==> src/rtl/adc_cap_pkg.sv <==
package adc_cap_pkg;

    localparam int ADDR_W = 16;

    typedef enum logic [0:0] {
        CONV_IDLE = 1'b0,
        CONV_BUSY = 1'b1
    } conv_state_e;

    typedef struct packed {
        logic sel_data;
        logic sel_stat;
    } port_sel_t;

    typedef struct packed {
        logic pop;
        logic flush;
    } host_op_t;

    function automatic port_sel_t decode_port(
        input logic [ADDR_W-1:0] addr,
        input logic [ADDR_W-1:0] data_port,
        input logic [ADDR_W-1:0] stat_port
    );
        port_sel_t s;
        s.sel_data = (addr == data_port);
        s.sel_stat = (addr == stat_port);
        return s;
    endfunction

endpackage

==> src/rtl/adc_rate_tick.sv <==
module adc_rate_tick #(
    parameter int RATE_W = 16
) (
    input  logic              clk,
    input  logic              rst,
    input  logic [RATE_W-1:0] reload_val,
    output logic              tick
);
    logic [RATE_W-1:0] cnt_q;

    always_ff @(posedge clk) begin
        if (rst) begin
            cnt_q <= reload_val;
        end else if (cnt_q == '0) begin
            cnt_q <= reload_val;
        end else begin
            cnt_q <= cnt_q - 1'b1;
        end
    end

    assign tick = (cnt_q == '0);


    tick_reload_chk: assert property (@(posedge clk) disable iff (rst)
        (tick && reload_val != '0) |=> !tick);

endmodule

==> src/rtl/adc_conv_ctrl.sv <==
module adc_conv_ctrl
    import adc_cap_pkg::*;
#(
    parameter int DATA_W = 8
) (
    input  logic              clk,
    input  logic              rst,
    input  logic              tick,
    input  logic              fifo_full,
    input  logic              cnv_done,
    input  logic [DATA_W-1:0] cnv_data,
    output logic              cnv_cs,
    output logic              cnv_rdmode,
    output logic              cnv_start,
    output logic              push,
    output logic [DATA_W-1:0] push_data
);
    conv_state_e state_q;

    always_ff @(posedge clk) begin
        if (rst) begin
            state_q    <= CONV_IDLE;
            cnv_cs     <= 1'b0;
            cnv_rdmode <= 1'b0;
            cnv_start  <= 1'b0;
        end else begin
            cnv_start <= 1'b0;
            case (state_q)
                CONV_IDLE: begin
                    if (tick && !fifo_full) begin
                        state_q    <= CONV_BUSY;
                        cnv_cs     <= 1'b1;
                        cnv_rdmode <= 1'b1;
                        cnv_start  <= 1'b1;
                    end
                end
                CONV_BUSY: begin
                    if (cnv_done) begin
                        state_q    <= CONV_IDLE;
                        cnv_cs     <= 1'b0;
                        cnv_rdmode <= 1'b0;
                    end
                end
                default: state_q <= CONV_IDLE;
            endcase
        end
    end

    assign push      = (state_q == CONV_BUSY) && cnv_done;
    assign push_data = cnv_data;


    start_with_cs_chk: assert property (@(posedge clk) disable iff (rst)
        cnv_start |-> (cnv_cs && cnv_rdmode));


    start_single_chk: assert property (@(posedge clk) disable iff (rst)
        cnv_start |=> !cnv_start);


    single_conv_chk: assert property (@(posedge clk) disable iff (rst)
        (cnv_cs && !cnv_done) |=> (cnv_cs && !cnv_start));


    release_chk: assert property (@(posedge clk) disable iff (rst)
        (cnv_cs && cnv_done) |=> !cnv_cs);


    full_gate_chk: assert property (@(posedge clk) disable iff (rst)
        fifo_full |=> !$rose(cnv_cs));

endmodule

==> src/rtl/adc_sample_fifo.sv <==
module adc_sample_fifo #(
    parameter int DEPTH  = 64,
    parameter int DATA_W = 8
) (
    input  logic              clk,
    input  logic              rst,
    input  logic              flush,
    input  logic              push,
    input  logic [DATA_W-1:0] push_data,
    input  logic              pop,
    output logic [DATA_W-1:0] head,
    output logic              empty,
    output logic              full
);
    localparam int PTR_W = (DEPTH > 1) ? $clog2(DEPTH) : 1;
    localparam int CNT_W = $clog2(DEPTH + 1);
    localparam logic [PTR_W-1:0] LAST_IDX = PTR_W'(DEPTH - 1);
    localparam logic [CNT_W-1:0] FULL_CNT = CNT_W'(DEPTH);

    logic [DATA_W-1:0] mem_q [DEPTH];
    logic [PTR_W-1:0]  wr_ptr_q, rd_ptr_q;
    logic [CNT_W-1:0]  count_q;
    logic              do_push, do_pop;

    function automatic logic [PTR_W-1:0] step(input logic [PTR_W-1:0] p);
        return (p == LAST_IDX) ? '0 : p + 1'b1;
    endfunction

    assign empty   = (count_q == '0);
    assign full    = (count_q == FULL_CNT);
    assign do_push = push && !full;
    assign do_pop  = pop && !empty;
    assign head    = mem_q[rd_ptr_q];

    always_ff @(posedge clk) begin
        if (do_push && !flush && !rst) begin
            mem_q[wr_ptr_q] <= push_data;
        end
    end

    always_ff @(posedge clk) begin
        if (rst || flush) begin
            wr_ptr_q <= '0;
            rd_ptr_q <= '0;
            count_q  <= '0;
        end else begin
            if (do_push) wr_ptr_q <= step(wr_ptr_q);
            if (do_pop)  rd_ptr_q <= step(rd_ptr_q);
            case ({do_push, do_pop})
                2'b10:   count_q <= count_q + 1'b1;
                2'b01:   count_q <= count_q - 1'b1;
                default: count_q <= count_q;
            endcase
        end
    end


    no_overflow_chk: assert property (@(posedge clk) disable iff (rst)
        count_q <= FULL_CNT);


    empty_pop_chk: assert property (@(posedge clk) disable iff (rst)
        (pop && empty && !push) |=> empty);


    pop_push_hold_chk: assert property (@(posedge clk) disable iff (rst)
        (do_push && do_pop && !flush) |=> $stable(count_q));


    flush_chk: assert property (@(posedge clk) disable iff (rst)
        flush |=> empty);

endmodule

==> src/rtl/adc_capture_fifo.sv <==
module adc_capture_fifo
    import adc_cap_pkg::*;
#(
    parameter int                DEPTH     = 64,
    parameter int                DATA_W    = 8,
    parameter int                RATE_W    = 16,
    parameter logic [ADDR_W-1:0] DATA_PORT = 16'h04E7,
    parameter logic [ADDR_W-1:0] STAT_PORT = 16'h04E8
) (
    input  logic              clk,
    input  logic              rst,
    input  logic [RATE_W-1:0] rate_div,
    input  logic [ADDR_W-1:0] io_addr,
    input  logic              io_rd,
    input  logic              io_wr,
    input  logic [DATA_W-1:0] io_wdata,
    output logic [DATA_W-1:0] io_rdata,
    output logic              cnv_cs,
    output logic              cnv_rdmode,
    output logic              cnv_start,
    input  logic              cnv_done,
    input  logic [DATA_W-1:0] cnv_data
);
    port_sel_t         sel;
    host_op_t          op;
    logic              tick;
    logic              push;
    logic [DATA_W-1:0] push_data;
    logic [DATA_W-1:0] head;
    logic              empty, full;
    logic              wdata_unused;

    assign sel      = decode_port(io_addr, DATA_PORT, STAT_PORT);
    assign op.pop   = io_rd && sel.sel_data;
    assign op.flush = io_wr && sel.sel_stat;
    assign wdata_unused = ^io_wdata;

    always_comb begin
        io_rdata = '0;
        if (io_rd) begin
            if (sel.sel_data && !empty) begin
                io_rdata = head;
            end else if (sel.sel_stat) begin
                io_rdata = DATA_W'(!empty);
            end
        end
    end

    adc_rate_tick #(.RATE_W(RATE_W)) u_tick (
        .clk        (clk),
        .rst        (rst),
        .reload_val (rate_div),
        .tick       (tick)
    );

    adc_conv_ctrl #(.DATA_W(DATA_W)) u_conv (
        .clk        (clk),
        .rst        (rst),
        .tick       (tick),
        .fifo_full  (full),
        .cnv_done   (cnv_done),
        .cnv_data   (cnv_data),
        .cnv_cs     (cnv_cs),
        .cnv_rdmode (cnv_rdmode),
        .cnv_start  (cnv_start),
        .push       (push),
        .push_data  (push_data)
    );

    adc_sample_fifo #(.DEPTH(DEPTH), .DATA_W(DATA_W)) u_fifo (
        .clk       (clk),
        .rst       (rst),
        .flush     (op.flush),
        .push      (push),
        .push_data (push_data),
        .pop       (op.pop),
        .head      (head),
        .empty     (empty),
        .full      (full)
    );


    reset_idle_chk: assert property (@(posedge clk)
        rst |=> (!cnv_cs && !cnv_start && empty));


    status_val_chk: assert property (@(posedge clk) disable iff (rst)
        (io_rd && sel.sel_stat) |-> (io_rdata[DATA_W-1:1] == '0));

endmodule

==> config.mk <==
export PLATFORM = sky130hd
export DESIGN_NAME = adc_capture_fifo
export DESIGN_NICKNAME = d
export VERILOG_FILES = /design/src/rtl/adc_cap_pkg.sv /design/src/rtl/adc_rate_tick.sv /design/src/rtl/adc_conv_ctrl.sv /design/src/rtl/adc_sample_fifo.sv /design/src/rtl/adc_capture_fifo.sv
export SDC_FILE = /design/constraint.sdc
export NUM_CORES = 1
export LEC_CHECK = 0
export ABC_AREA = 1
export BUFFER_PORTS_ARGS = -buffer_cell sky130_fd_sc_hd__clkbuf_2
export CAP_MARGIN = 5
export CELL_PAD_IN_SITES_DETAIL_PLACEMENT = 1
export CELL_PAD_IN_SITES_GLOBAL_PLACEMENT = 1
export CORE_MARGIN = 2
export CORE_UTILIZATION = 54
export DETAILED_ROUTE_END_ITERATION = 8
export PLACE_DENSITY_LB_ADDON = 0.1
export SYNTH_ARGS = -nofsm -noshare
export SYNTH_HDL_FRONTEND = slang
export SYNTH_SLANG_ARGS = --single-unit
==> constraint.sdc <==
create_clock -name clk -period 5 [get_ports clk]
set_input_delay 0 -clock clk [delete_from_list [all_inputs] [get_ports clk]]
set_output_delay 0 -clock clk [all_outputs]
set_load 0.02 [all_outputs]
== Yosys cells after proc, flatten, opt, wreduce, memory -nomap -nowiden ==
Memory sizes are Yosys's and may differ from the RTL's. A register that Yosys moved wholly into a read port is not among the register bits.
Index checks and enable logic that the tools add are counted.

* Equal/unequal tests: 9
* Reductions and logical operators: 19
* Bitwise gates (word level): 1
* Mux-type cells: 18
* $add $sub $neg: 5

{| class="wikitable"
|+ Operators with widths
! kind !! number
|-
| equality test 16 x 11 -> 1 bit (second input constant) || 2
|-
| two-way mux 16 bit || 2
|-
| two-way mux 6 bit || 4
|-
| zero test 16 bit || 1
|-
| two-way mux 8 bit || 2
|-
| subtractor 16 x 1 -> 16 bit (second input constant) || 1
|-
| case mux 7 bit (2 select lines) || 1
|-
| adder 6 x 1 -> 6 bit (second input constant) || 2
|-
| equality test 6 bit (second input constant) || 2
|-
| logical AND 1 bit || 9
|-
| adder 7 x 1 -> 7 bit (second input constant) || 1
|-
| equality test 7 bit (second input constant) || 1
|-
| zero test 7 bit || 1
|-
| two-way mux 1 bit || 7
|-
| subtractor 7 x 1 -> 7 bit (second input constant) || 1
|-
| zero test 1 bit || 4
|-
| case mux 1 bit (2 select lines) || 2
|-
| equality test 2 x 1 -> 1 bit (second input constant) || 1
|-
| equality test 2 bit (second input constant) || 1
|-
| inequality test 2 x 1 -> 1 bit (second input constant) || 1
|-
| inequality test 2 bit (second input constant) || 1
|-
| AND reduction 2 bit || 1
|-
| nonzero test 2 bit || 1
|-
| OR reduction 2 bit || 1
|-
| other kinds (2) || 2
|}

* Memory bits (writable): 512
* Logic and storage cells: 60
* Bits of input ports: 53
* Output and inout port bits: 11
* Register bits after elaboration: 38
* Memories kept: 1

{| class="wikitable"
|+ Memory list
! name !! words !! bits a word !! read ports !! clocked after Yosys merged registers in !! write ports !! line !! source
|-
| u_fifo.mem_q || 64 || 8 || 1 || 1 || 1 || adc_sample_fifo.sv:20 || <nowiki>logic [DATA_W-1:0] mem_q [DEPTH];</nowiki>
|}

== Depth between registers and ports, before layout ==
Gate-level depths: netlist (run 1).

* Depth in word-level cells: 7
* Depth in mapped cells: 19
* Gate-level depth less buffers: 18

== Cells and area by module ==
Synthesis (run 1) repeated with hierarchy kept, for this count alone.

* Cells, all modules: 2187
* Area, all modules: 23948.0 sq um

{| class="wikitable"
|+ By module, submodules not included
! module !! seq. area each (sq um) !! instances !! area an instance (sq um) !! cells each
|-
| adc_sample_fifo || 15875.2 || 1 || 22470.3 || 1954
|-
| adc_rate_tick || 320.3 || 1 || 1053.5 || 171
|-
| adc_capture_fifo || 0.0 || 1 || 241.5 || 37
|-
| adc_conv_ctrl || 60.1 || 1 || 182.7 || 25
|}

== Worst setup path after synthesis (run 1) ==
Ideal clock, no wire load.

* Path type: register to register
* Start: register u_fifo.count_q[0]
* End: register u_fifo.count_q[4]
* Period minus slack after synthesis: 2.255 ns
* Stages on the path, launching flop included: 18
* Required time: 4.884 ns
* Path slack: 2.745 ns
* Buffers on the path: 1
* Arrival: 2.139 ns
* Library setup time: 0.116 ns
* Cells stage by stage: dfxtp_1 nor2_1 nand3_1 nor3_1 nor2_1 nand3_1 inv_2 ha_1 buf_6 xnor2_1 inv_1 ha_1 inv_1 nand2_1 a21oi_1 xor2_1 o21ai_0 inv_1

* Cells in the longest elaborated chain, start to end: 5
* Elaborated cells between the ends (all ways): 12
* Classes of those cells: 2 x add/sub; 3 x eq/ne; 1 x mux; 6 x reduce/logical

{| class="wikitable"
|+ RTL lines
! element !! line !! source
|-
| start: declaration || adc_sample_fifo.sv:22 || <nowiki>logic [CNT_W-1:0] count_q;</nowiki>
|-
| start signal: assignment || adc_sample_fifo.sv:50 || <nowiki>2'b10: count_q <= count_q + 1'b1;</nowiki>
|-
| start signal: assignment || adc_sample_fifo.sv:51 || <nowiki>2'b01: count_q <= count_q - 1'b1;</nowiki>
|-
| start signal: assignment || adc_sample_fifo.sv:52 || <nowiki>default: count_q <= count_q;</nowiki>
|-
| branches (longest 5 deep; another with subtractor 7 x 1 -> 7 bit) || - ||
|}

Parallel ways; which one is timed is not known.
A chain may end at the register's enable or synchronous reset.

==> out/metrics.cfg, run 1 <==
[outcome]
status=completed

[detailed_routing]
first_pass_iters=5
drt_iter0_drc=1327
drt-total-wl_um=63600
num_vias=16200
wl_per_cell_um=22.8
drc_errors=0
ant_nets=0
drt-vias-per-instance=5.82

[setup_path]
start_kind=flip-flop
critical_path_class=reg -> out
rrSetupSlack_ps=1590
end_kind=primary output
crit_end=io_rdata[0]
required_ps=5000
r2r_cells=16
r2r_end=u_fifo.count_q[4]
reg2reg_from=u_fifo.count_q[0]
crit_fanout=78
cp.arrival_ps=3720

[timing]
clock_skew_ps=15.1
finalHoldViolations=0
period_share=0.744
setup_viol=0
drv_slew=0
min_period_ps=3720
max_freq_mhz=269
setup-tns-final_ps=0
maxSlewHeadroom=0.293
worst_pin_slew_ps=1060
rsz0062_at_grt=no

[synth]
syn_inst=2124
synth_flop_cell=edfxtp_1
synthesis.area_um2=23400
synth-seq-area-share=0.695
synth_top_family_by_area=simple AND/OR/NAND/NOR gates
synthArstFlopShare=0
muxShareOfSynthArea=0
synth_edf_count=512
yosysTopAreaCell=edfxtp_1
synth_nets=2184
synthXorXnorAreaFrac=0.00824
yosysTopAreaCellShare=0.658
avgSynthCellArea_um2=11.0
ys_ff_latch=556
synthAdderAreaFrac=0.00375
synth_warnings=0
yosys.area_share.simple=0.238
synthTopCellsByArea=edfxtp_1 (66%), nand2_1 (11%), nand3_1 (9.7%)
synth-compound-area-share=0.0135
ys_types=35

[pwr]
power_w=0.00922
irDropWorstVdd_uv=232
pwr_density_cell_nw_per_um2=358
p_leak_nw=9.26

[grt]
grt.overflow.total=0
antenna_found_initial=0
grt_pass1_wl_um=96300
grt_pass1_vias=17200
grt_usage=0.288
grt_max_degree=133

[die]
die_w_um=212
die_h_um=212
core_um2=42900
io_pins=64
rows=76
initial_utilization=0.545
dieArea_um2=45000

[final_layout]
antenna_cells=0
mostFrequentLayoutCell=nand2_1
mostFrequentLayoutCells=nand2_1 (715), edfxtp_1 (512), nand3_1 (454)
synthToLayoutAreaGrowth_pct=10.2
drive_gt1_frac=0.0788
nNetsFinal=2224

[clock_tree]
clkTransAtPathRegs_ps=60
cts_sinks=556
clock_latency_ps=600
cts_tree=built
cts-root-buf=clkbuf_16
clockBufferDepth=3
htree_num_levels=2
cts_buffers=55

[placement]
portBuffers=55
dpl.hpwl_um=36800
gp_congestion=0.847

[job]
drv_cap=0

[min_path]
hp-class=in -> reg

[sequential cells by signal, indices dropped and copies added, names as in the netlist, named ones only]
signal	count
u_conv.cnv_rdmode	1
u_fifo.mem_q	512
u_conv.cnv_start	1
u_fifo.wr_ptr_q	6
u_fifo.count_q	7
u_conv.state_q	1
u_fifo.rd_ptr_q	6
u_tick.cnt_q	16
[repair_timing]
item                                   in CTS  in global routing
setup buffers                               0                  0
endpoints found under the hold margin      23                  0
resized for setup                           0                  0
hold buffers                               18                  0
[critical path, stage by stage, from the launching register on]
cell,delay (ps)
dfxtp_4,480
inv_6,550
buf_4,660
nand3_1,180
nand3_1,150
nand2_1,70
nand2_1,80
nand3_1,140
nand2_1,110
nand2_1,140
nand3_1,150
nand2_1,70
clkbuf_2,150
[how the worst min path moves through the flow]
stage	cells after the start	startpoint	endpoint	slack [ps]
5_1_grt	4	io_wr	u_fifo.count_q[1]	90
3_5_place_dp	2	rst	u_conv.cnv_start	180
2_1_floorplan	1	rst	u_conv.cnv_start	70
6_report	4	io_wr	u_fifo.count_q[1]	30
3_3_place_gp	2	rst	u_conv.cnv_start	180
4_1_cts	4	io_wr	u_fifo.count_q[1]	40
[synth_stat cells, types with 2 or more instances]
cell and n:
a211oi_1 2, a21oi_1 33, a31oi_1 4, buf_1 15, buf_2 24, buf_4 32
buf_6 19, clkbuf_1 24, dfxtp_1 44, edfxtp_1 512, ha_1 7, inv_1 48
inv_2 4, nand2_1 715, nand2_2 2, nand3_1 454, nand3b_1 3, nand4_1 6
nor2_1 114, nor2_4 2, nor3_1 8, nor3_2 2, o21ai_0 15, o21ai_1 2
or2_1 2, or2_2 2, xnor2_1 10, xor2_1 12
[kinds of logic (layout without fill, tap and decap cells)]
logic type / Yosys count / in the layout
adder cells (fa/ha/maj): 7 / 7
flip-flops: 556 / 556
AO/OA/AOI/OAI: 59 / 59
buffers and inverters: 169 / 253
AND/OR/NAND/NOR: 1311 / 1311
XOR/XNOR: 22 / 22
[layout make-up]
type                    instances  area (um^2)
multi-input cells            1399         6170
flip-flops and latches        556        16300
inverters                      53          209
clock buffers                  77         1550
fillers                      4483        17100
clock inverters                24          163
repair buffers                 99          676
well taps                     585          732
[stage by stage]
step           instance area [um^2]  utilization  cells  hold slack, ps  setup slack [ps]
2_1_floorplan                 23400            -   2124            72.4              2750
3_5_place_dp                  23900        0.557   2674             184              1650
5_1_grt                       25800        0.601   2793            89.9              1180
4_1_cts                       25800        0.601   2793            35.6              1340
3_3_place_gp                  23900        0.557   2674             178              1760
6_report                      25800        0.601   2793            33.8              1280
[power breakdown]
part | switching, W | leakage [nW] | internal (W)
sequential | 0.0000111 | 4.96 | 0.00509
combinational | 0.000118 | 3.46 | 0.0000456
clock | 0.00170 | 0.841 | 0.00226
[per-layer routing]
layer | GRT usage | wire [um] | up-vias
li1 | - | - | 7432
met1 | 0.361 | 25400 | 8134
met2 | 0.503 | 32500 | 535
met3 | 0.0400 | 3530 | 141
met4 | 0.120 | 2240 | 0
met5 | 0 | 0 | -
No activity file was read; power rests on OpenSTA's default activity.
==> run 2, diff against run 1 <==
--- a/config.mk
+++ b/config.mk
@@ -11,7 +11,7 @@
 export CELL_PAD_IN_SITES_DETAIL_PLACEMENT = 1
 export CELL_PAD_IN_SITES_GLOBAL_PLACEMENT = 1
 export CORE_MARGIN = 2
-export CORE_UTILIZATION = 54
+export CORE_UTILIZATION = 45
 export DETAILED_ROUTE_END_ITERATION = 8
 export PLACE_DENSITY_LB_ADDON = 0.1
 export SYNTH_ARGS = -nofsm -noshare
==> constraint.sdc (replaced) <==
create_clock -name clk -period 3.02 [get_ports clk]
set_input_delay 0 -clock clk [delete_from_list [all_inputs] [get_ports clk]]
set_output_delay 0 -clock clk [all_outputs]
set_load 0.02 [all_outputs]
==> out/metrics.cfg, run 2 (synthesis gave the netlist of run 1 again) <==
[final_layout]
drive_gt1_frac=0.112
antenna_cells=0
fin_cells=2973
final_util=0.522
multiInputGateArea_um2=6180
mostFrequentLayoutCells=nand2_1 (715), edfxtp_1 (512), nand3_1 (454)
largest_reg_flops=512
largest_register=u_fifo.mem_q
mostFrequentLayoutCell=nand2_1
nNetsFinal=2307
synthToLayoutAreaGrowth_pct=14.6
nFillCells=5451
largestRegisters=u_fifo.mem_q: 512 flops, u_tick.cnt_q: 16 flops, u_fifo.count_q: 7 flops
seq_area_um2=16300

[die]
initial_utilization=0.456
die_w_um=232
rows=83
core_um2=51300
dieArea_um2=53800
io_pins=64
die_h_um=232

[detailed_routing]
ant_nets=0
drt-vias-per-instance=5.45
drc_errors=0
drt_iter0_drc=1169
first_pass_iters=5
num_vias=16200
wl_per_cell_um=22.0
drt-total-wl_um=65400

[timing]
setup-tns-final_ps=0
max_freq_mhz=336
min_period_ps=2970
setup_ws_ps=46.5
worst_pin_slew_ps=1130
setup_viol=0
finalHoldViolations=0
period_share=0.985
drv_slew=0
maxSlewHeadroom=0.248
rsz0062_at_grt=yes
clock_skew_ps=17.3

[placement]
portBuffers=55
dp.cells=2833
dpl.hpwl_um=39300
gp_congestion=0.822
pre_cts_slack_ps=212

[min_path]
hold_start=io_addr[2]
hp-class=in -> reg

[pwr]
p_leak_nw=9.80
irDropWorstVdd_uv=440
pwr_density_cell_nw_per_um2=581
power_w=0.0156

[setup_path]
reg2reg_from=u_fifo.count_q[0]
critical_path_class=reg -> out
crit_fanout=36
required_ps=3020
start_kind=flip-flop
rrSetupSlack_ps=290
end_kind=primary output
cp.arrival_ps=2970

[clock_tree]
htree_num_levels=2
cts-root-buf=clkbuf_16
cts_tree=built
clock_latency_ps=620
clockBufferDepth=3
cts_buffers=58
clkTransAtPathRegs_ps=60
cts_sinks=556

[grt]
grt_pass1_vias=17000
grt_usage=0.247
grt_max_degree=129
grt_pass1_wl_um=100000
antenna_found_initial=0
grt.overflow.total=0

[outcome]
status=completed

[job]
drv_cap=0

## run 2: cell types whose count changed in the layout (fill, tap and decap cells not counted), sizes merged
| cell | delta |
|---|---|
| dlygate4sd3 | +10 |
| clkinv | +7 |
| bufbuf | +1 |
| buf | +67 |
| inv | +1 |
| clkbuf | -1 |
## run 2: timing repair
action	4_1_cts	5_1_grt
gates cloned	1	2
setup endpoints to repair	8	11
hold buffers	28	0
endpoints found under the hold margin	65	0
resized for setup	6	10
setup buffers	3	0
## run 2: power by group
part           switching, W  internal, W  leakage (nW)  total (W)
clock network       0.00297      0.00387         0.890    0.00684
logic              0.000195    0.0000849          3.94   0.000280
registers         0.0000172      0.00842          4.96    0.00844
## run 2: path summary, 6_finish.rpt
kind                          to  cells past startpoint
max                  io_rdata[6]                     11
min reg2reg    u_conv.cnv_rdmode                      2
max reg2reg  u_fifo.mem_q[47][0]                      8
min            u_fifo.count_q[0]                      8
## run 2: critical path, cell delays in order, from the launching register on
cell	delay (ps)
dfxtp_4	450
inv_12	220
buf_4	320
nand2_1	100
nand3_1	80
nand3_1	120
nand2_1	130
nand2_1	60
nand3_1	190
nand3_1	100
a21oi_1	320
clkbuf_2	240
## run 2: final cells by class
class                   count  area share
repair buffers            179      0.0553
clock inverters            32     0.00756
clock buffers              74      0.0595
well taps                 680      0.0318
inverters                  53     0.00817
multi-input cells        1399       0.231
flip-flops and latches    556       0.607
## run 2: metal layers
metal,GRT usage,up-vias,part of all wire
li1,-,7599,-
met1,0.325,8099,0.44
met2,0.418,385,0.49
met3,0.0389,113,0.046
met4,0.0817,0,0.030
met5,0,-,0
## run 2: per-stage QoR
stage | cell area, um^2 | hold WS [ps]
2_1_floorplan | 23400 | 72.4
3_3_place_gp | 24500 | 177
3_5_place_dp | 24500 | 181
4_1_cts | 26700 | 49.8
5_1_grt | 26800 | 108
6_report | 26800 | 80.0
==> run 3, diff against run 2 <==
--- a/config.mk
+++ b/config.mk
@@ -5,13 +5,12 @@
 export SDC_FILE = /design/constraint.sdc
 export NUM_CORES = 1
 export LEC_CHECK = 0
-export ABC_AREA = 1
 export BUFFER_PORTS_ARGS = -buffer_cell sky130_fd_sc_hd__clkbuf_2
 export CAP_MARGIN = 5
 export CELL_PAD_IN_SITES_DETAIL_PLACEMENT = 1
 export CELL_PAD_IN_SITES_GLOBAL_PLACEMENT = 1
 export CORE_MARGIN = 2
-export CORE_UTILIZATION = 45
+export CORE_UTILIZATION = 49
 export DETAILED_ROUTE_END_ITERATION = 8
 export PLACE_DENSITY_LB_ADDON = 0.1
 export SYNTH_ARGS = -nofsm -noshare
==> out/metrics.cfg, run 3 <==
[outcome]
status=finished, violations left
failed_checks=setup timing

[placement]
gp_congestion=0.865
pre_cts_slack_ps=172
portBuffers=55
dpl.hpwl_um=37500
placed_area_um2=23900

[final_layout]
largest_reg_flops=512
nFillCells=3874
largest_register=u_fifo.mem_q
drive_gt1_frac=0.314
mostFrequentLayoutCells=edfxtp_1 (512), buf_4 (125), mux4_2 (121)
synthToLayoutAreaGrowth_pct=20.0
fin_area_um2=26600
antenna_cells=0
largestRegisters=u_fifo.mem_q: 512 flops, u_tick.cnt_q: 16 flops, u_fifo.count_q: 7 flops
mostFrequentLayoutCell=edfxtp_1
nNetsFinal=1475
final_util=0.598

[timing]
period_share=1.02
maxSlewHeadroom=0.322
drv_slew=0
clock_skew_ps=31.8
holdWs_ps=78.9
min_period_ps=3070
setup_ws_ps=-48.4
finalHoldViolations=0
max_freq_mhz=326
worst_pin_slew_ps=1020
rsz0062_at_grt=yes
setup_viol=1

[detailed_routing]
drt-total-wl_um=58500
num_vias=12100
wl_per_cell_um=28.4
first_pass_iters=5
drt_iter0_drc=1125
drt-vias-per-instance=5.89
drc_errors=0
ant_nets=0

[pwr]
p_leak_nw=8.59
irDropWorstVdd_uv=449
power_w=0.0158
pwr_density_cell_nw_per_um2=594

[clock_tree]
clkTransAtPathRegs_ps=60
clockBufferDepth=3
cts-root-buf=clkbuf_16
clock_latency_ps=630
htree_num_levels=2
cts_buffers=58
cts_tree=built
cts_sinks=556

[synth]
synthesis.area_um2=22200
synth_nets=1256
synth_warnings=0
synth-seq-area-share=0.734
synthAdderAreaFrac=0.00395
yosysTopAreaCell=edfxtp_1
ys_types=58
syn_inst=1196
yosys.area_share.simple=0.0546
synthTopCellsByArea=edfxtp_1 (69%), mux4_2 (11%), dfxtp_1 (4.0%)
avgSynthCellArea_um2=18.5
synthArstFlopShare=0
synthXorXnorAreaFrac=0.0107
synth_edf_count=512
synth_common_cells=edfxtp_1 (512), mux4_2 (112), nor2_1 (110), nand2_1 (66), dfxtp_1 (44)
synth_flop_cell=edfxtp_1
muxShareOfSynthArea=0.149
synth_most_common_cell=edfxtp_1
synth-compound-area-share=0.0306
synth_top_family_by_area=multiplexers
yosysTopAreaCellShare=0.694
ys_ff_latch=556

[min_path]
worstHoldEndpoint=u_fifo.mem_q[1][1]
hp-class=in -> reg
holdPathStages=1
hold_start=cnv_data[1]

[setup_path]
critPathTopFamily=multiplexers
crit_buf_inv=2
reg2reg_from=u_fifo.count_q[5]
r2r_cells=12
critical_path.slowest_cell=mux4_2
crit_fanout=8
required_ps=3020
r2r_end=u_fifo.count_q[6]
crit_cells=8
start_kind=flip-flop
critPathMostFrequentCell=mux4_2
end_kind=primary output
crit_chain=buf_12 -> mux4_2 -> mux4_2 -> o22ai_4 -> a311oi_2 -> a21oi_2 -> nor2b_2 -> clkbuf_8
critical-path-max-stage-delay_ps=540
cp.arrival_ps=3070
critical_path_class=reg -> out
rrSetupSlack_ps=150

[die]
initial_utilization=0.499
rows=77
io_pins=64
die_h_um=217
die_w_um=217
core_um2=44400
dieArea_um2=46900

[grt]
grt_pass1_wl_um=86100
grt_max_degree=44
grt_usage=0.256
grt.overflow.total=0
antenna_found_initial=0
grt_pass1_vias=12800

[job]
drv_cap=0

[run 3: changes by cell type after synthesis, moves of 16 or more]
cell     delta
buf_4      -21
nand3_1   -436
mux2i_1    +37
mux4_2    +112
inv_1      -38
buf_6      -16
nand2_1   -649
[run 3: final cells by class]
type | instances | area, um^2 | share of cell area
sequential | 556 | 16300 | 0.612
multi-input combinational | 569 | 5760 | 0.217
timing repair buffer | 220 | 1860 | 0.0699
clock buffer | 74 | 1560 | 0.0588
tap | 592 | 741 | 0.0279
clock inverter | 35 | 339 | 0.0128
inverter | 10 | 37.5 | 0.00141
[run 3: how the worst max path moves through the flow]
| stage | from | endpoint | slack [ps] |
|---|---|---|---|
| after floorplan | u_fifo.count_q[5] | u_fifo.count_q[6] | 8 |
| after detailed placement | u_fifo.count_q[5] | u_fifo.count_q[6] | 170 |
| after CTS | flip-flop | io_rdata[6] | -60 |
| after global routing | flip-flop | io_rdata[5] | -120 |
| final | flip-flop | io_rdata[6] | -50 |
| after global placement | u_fifo.count_q[5] | u_fifo.count_q[6] | 200 |
[run 3: routing by layer]
layer	wire [um]	vias to the layer above	GRT usage
met5	0	-	0
met4	1840	0	0.0902
met3	3730	105	0.0538
met2	28000	418	0.405
met1	24900	6350	0.354
li1	-	5246	-
[run 3: logic make-up after synthesis]
family,count (synthesis)
flip-flops,556
AND/OR/NAND/NOR,263
multiplexers,167
AO/OA/AOI/OAI,105
buffers and inverters,71
XOR/XNOR,27
adder cells (fa/ha/maj),7
[run 3: worst register-to-register path, delay by kind of cell (launching register included)]
kind	cells	cell delay [ps]
simple gates	3	730
compound gates	6	1150
xor+xnor	1	150
fa+ha+maj	2	420
flops	1	360
[run 3: per-stage QoR]
stage	setup TNS, ps	instances
global placement	0	1901
detailed placement	0	1901
floorplan	0	1196
CTS	-139	2047
finish	-48.4	2056
global route	-397	2056
[run 3: where the power goes]
part           switching (W)  internal (W)  total (W)
registers          0.0000213       0.00842    0.00844
clock network        0.00294       0.00417    0.00710
logic               0.000175     0.0000811   0.000256
[run 3: what timing repair did]
| action | CTS | global route |
|---|---|---|
| cloned | 3 | 1 |
| buffers inserted | 12 | 9 |
| resized for setup | 58 | 24 |
| setup endpoints to repair | 8 | 10 |
| hold buffers | 22 | 0 |
| pin swaps | 7 | 6 |
| hold endpoints to repair | 38 | 0 |
